`config.mk`:
```
export PLATFORM = sky130hd
export DESIGN_NAME = vbus_refcount_switch
export DESIGN_NICKNAME = d
export VERILOG_FILES = /design/src/rtl/vbus_refcount_switch.sv
export SDC_FILE = /design/constraint.sdc
export NUM_CORES = 1
export LEC_CHECK = 0
export BUFFER_PORTS_ARGS = -buffer_cell sky130_fd_sc_hd__buf_4
export CAP_MARGIN = 20
export CORE_MARGIN = 8
export CORE_UTILIZATION = 50
export CTS_CLUSTER_DIAMETER = 100
export CTS_CLUSTER_SIZE = 8
export DETAILED_ROUTE_END_ITERATION = 10
export GPL_ROUTABILITY_DRIVEN = 0
export GPL_TIMING_DRIVEN = 0
export HOLD_SLACK_MARGIN = 0.1
export PLACE_DENSITY_LB_ADDON = 0.1
export RECOVER_POWER = 25
export SYNTH_ARGS = -nofsm -noshare
export SYNTH_HDL_FRONTEND = slang
export SYNTH_SLANG_ARGS = --single-unit
```
`constraint.sdc`:
```
create_clock -name clk -period 5.9 [get_ports clk]
set_clock_uncertainty 0.15 [all_clocks]
set_input_delay 0.59 -clock clk [delete_from_list [all_inputs] [get_ports clk]]
set_output_delay 0.59 -clock clk [all_outputs]
set_load 0.05 [all_outputs]
```
`src/rtl/vbus_refcount_switch.sv`:
```
module vbus_refcount_switch #(
  parameter int CNT_W       = 4,
  parameter int START_DELAY = 32
) (
  input  logic clk,
  input  logic rst_n,
  input  logic pin_present,
  input  logic on_req,
  input  logic off_req,
  output logic vbus_en,
  output logic on_ack,
  output logic off_ack,
  output logic ovf_flag,
  output logic udf_flag
);

  localparam int TMR_W = (START_DELAY > 1) ? $clog2(START_DELAY) : 1;
  localparam logic [TMR_W-1:0] TMR_LOAD = TMR_W'(START_DELAY - 1);

  logic [CNT_W-1:0] cnt;
  logic [TMR_W-1:0] tmr;
  logic             armed;
  logic             waiting;

  logic cnt_full, cnt_zero;
  logic [CNT_W-1:0] cnt_up, cnt_dn;

  assign cnt_full = (cnt == {CNT_W{1'b1}});
  assign cnt_zero = (cnt == '0);
  assign cnt_up   = cnt_full ? cnt : cnt + 1'b1;
  assign cnt_dn   = cnt_zero ? cnt : cnt - 1'b1;
  assign vbus_en  = pin_present & ~cnt_zero;

  always_ff @(posedge clk) begin
    if (!rst_n) begin
      cnt      <= '0;
      tmr      <= '0;
      armed    <= 1'b1;
      waiting  <= 1'b0;
      on_ack   <= 1'b0;
      off_ack  <= 1'b0;
      ovf_flag <= 1'b0;
      udf_flag <= 1'b0;
    end else begin
      on_ack  <= 1'b0;
      off_ack <= 1'b0;
      if (waiting) begin
        if (tmr == '0) begin
          waiting  <= 1'b0;
          cnt      <= cnt_up;
          ovf_flag <= ovf_flag | cnt_full;
          on_ack   <= 1'b1;
        end else begin
          tmr <= tmr - 1'b1;
        end
      end else if (on_req) begin
        armed <= 1'b0;
        if (armed && START_DELAY > 0) begin
          waiting <= 1'b1;
          tmr     <= TMR_LOAD;
        end else begin
          cnt      <= cnt_up;
          ovf_flag <= ovf_flag | cnt_full;
          on_ack   <= 1'b1;
        end
      end else if (off_req) begin
        cnt      <= cnt_dn;
        udf_flag <= udf_flag | cnt_zero;
        off_ack  <= 1'b1;
      end
    end
  end

  AST_RISE_NEEDS_ON: assert property (@(posedge clk) disable iff (!rst_n)
    $rose(vbus_en) && $stable(pin_present) |-> on_ack && $past(cnt) == '0);
  AST_FALL_NEEDS_OFF: assert property (@(posedge clk) disable iff (!rst_n)
    $fell(vbus_en) && $stable(pin_present) |-> off_ack && cnt == '0);
  AST_NO_ACK_IN_WAIT: assert property (@(posedge clk) disable iff (!rst_n)
    waiting |-> !on_ack && !off_ack);
  AST_ACK_EXCL: assert property (@(posedge clk) disable iff (!rst_n)
    !(on_ack && off_ack));
  AST_NO_UNDERFLOW: assert property (@(posedge clk) disable iff (!rst_n)
    off_ack && $past(cnt) == '0 |-> cnt == '0 && udf_flag);
  AST_NO_OVERFLOW: assert property (@(posedge clk) disable iff (!rst_n)
    on_ack && $past(cnt_full) |-> cnt_full && ovf_flag);
  AST_STICKY: assert property (@(posedge clk) disable iff (!rst_n)
    $past(ovf_flag) |-> ovf_flag);

endmodule

```
==> summary.md <==
| Metric | Value |
|---|---|
| Synth top area cells | `dfxtp_1 39%, nand2_1 7.3%, ha_1 4.8%` |
| Initial antenna violation count | `0` |
| DR iter-0 viols | `10` |
| Mapped Avg Cell Area | `~8.7 um^2` |
| I/O pin count | `10` |
| DRC Markers | `0` |
| Post-CTS Resized | `0` |
| Post-CTS Hold Fix Bufs | `0` |
| Layout Nets | `between 100 and 150` |
| Clock Path Buffers | `2` |
| CP Data Arrival Time | `1.62 ns` |
| Vias in the first global route | `599` |
| Cts bufs inserted | `3` |
| Slew @ Worst Pin | `0.593 ns` |
| Yosys Warn Count | `0` |
| Syn_nets | `97` |
| R2r startpoint | `tmr[0]` |
| Startpoint Class | `flip-flop` |
| Vias per cell | `~5.5` |
| Status | `completed` |
| Ant diodes | `0` |
| Required @ worst endpoint | `between 5 and 6 ns` |
| Final Cell Area | `870 um^2` |
| Final slew viol count | `0` |
| Worst-path clk slew | `0.08 ns` |
| Die Ht | `55.4 um` |
| Leading area contributor after synthesis | `dfxtp_1` |
| Postcts setup bufs | `0` |
| HPWL after DPL | `1070 um` |
| WS Path Type | `reg2out` |
| Crit end category | `output pin` |
| First-pass GRT wire length | `between 2000 and 3000 um` |
| Post-Route WL | `1420 um` |
| Antenna-violating nets left | `0` |
| Crit share post-route | `40.1%` |
| Setup TNS | `0 ns` |
| Number of max-cap violations | `0` |
| Clock sink count | `15` |
| Post-synth top cells | `15 x dfxtp_1, 15 x nand2_1, 7 x inv_1` |
| Worst hold margin | `slightly above 0.3 ns` |
| Async S/R FF share, synth | `0%` |
| Area Growth Syn to Fin | `12.3%` |
| Worst Hold Class | `reg2reg` |
| Layout cell share with drive strength beyond 1 | `13.9%` |
| Cells on worst reg2reg path | `8` |
| Main synth FF type | `dfxtp_1` |
| Hold depth | `2` |
| Crit. Startpoint | `cnt[0]` |
| Top cell type's share of synthesized area | `38.8%` |
| Critical-path maximum fanout | `5` |
| Via Count | `approximately 640` |
| Fin. Hold Viols | `0` |
| DP Area | `855 um^2` |
| DRT Pass-1 Iters | `4` |
| RSZ-0062 raised after global routing | `false` |
| Starting Density | `52.6%` |
| Peak supply drop | `211 uV` |
| I/O Buffers | `8` |
| FF+latch count, synth | `15` |
| Clk_lat worst skew | `0.28 ns` |
| TritonCTS clock tree | `done` |
| CTS H-tree lvls | `1` |
| Die footprint | `3060 um^2` |
| Pwr dens | `326 nW/um^2` |
| Fmax | `423 MHz` |
| GRT Total Usage | `9.83%` |
| Core Region | `between 1000 and 1500 um^2` |
| Final period demand of the worst path | `2.36 ns` |
| HP Start | `ovf_flag` |
| Synth unique cells | `37` |
| Syn Inst Count | `between 80 and 90` |
| Pleak | `0.365 nW` |
| Sequential area share after synthesis | `38.8%` |
| Overflow after GRT | `0` |
| Mapped Area | `774 um^2` |
| Final Power | `284 uW` |
| Width of the chip | `roughly 55 um` |
| Number of synthesized flops with an enable pin | `0` |
| Average routed wire per standard cell | `between 10 and 15 um` |
| Final setup viols | `0` |
| Row Count | `14` |
| Largest net degree at the start of global routing | `11` |
| Root Driver | `clkbuf_4` |
| Slew headroom | `60.6%` |
flip-flops by register name (all words and copies together) (netlist names):
name and count:
off_ack 1, armed 1, on_ack 1, cnt 4
ovf_flag 1, waiting 1, udf_flag 1, tmr 5
cells in the final DEF (no fill, tap or decap), types with 2 or more instances in the layout:
cell and n:
a21boi_0 3, inv_1 7, nand2_1 15, xor2_1 2, clkbuf_1 5, clkbuf_4 3, dfxtp_1 15, nor2_1 6
ha_1 3, and3_1 2, nor4_1 2, buf_4 6, o31ai_1 3, o21ai_0 4, nand3_1 2
worst max-delay path, cell delays in order (launching register included):
cell	delay [ns]
dfxtp_1	0.36
inv_1	0.10
ha_1	0.16
nor3b_1	0.43
nor2b_1	0.09
buf_4	0.21
per-stage QoR:
stage               util [%]  setup WS (ns)  std cells
CTS                     59.9           3.55        117
floorplan                  -           3.67         89
finish                  59.1           3.54        117
global placement        58.1           3.83        113
global route            59.1           3.39        117
detailed placement      58.1           3.82        113
layout make-up:
| class | instances | area (um^2) |
|---|---|---|
| Fill cell | 160 | 602 |
| Multi-Input combinational cell | 64 | 425 |
| Sequential cell | 15 | 300 |
| Timing Repair Buffer | 8 | 52.6 |
| Clock buffer | 4 | 26.3 |
| Inverter | 7 | 26.3 |
| Tap cell | 16 | 20.0 |
| Buffer | 3 | 18.8 |
where the power goes:
part           switching [mW]  internal [mW]
logic                  0.0528         0.0400
registers              0.0175          0.116
clock network          0.0312         0.0262
routing by layer:
layer / vias to the layer above / share of wire (%) / GRT usage [%]
met4: 0 / 0.92 / 3.17
met3: 2 / 7.6 / 5.71
met5: - / 0 / 0
li1: 338 / - / -
met1: 290 / 47 / 11.2
met2: 14 / 45 / 14.9
worst paths after layout:
check,to,slack (ns)
hold reg to reg,ovf_flag,0.31
setup reg to reg,cnt[2],3.83
hold / removal,ovf_flag,0.31
setup / recovery,vbus_en,3.54
cell families after synthesis:
group	share of synthesized area, %
and+or+nand+nor	26.0
DFF	38.8
adders and majority gates	4.85
buffers and inverters	5.82
xor gates and xnor gates	2.26
AOI/OAI and AO/OA	22.3
Power figures use the tool's default switching activity.
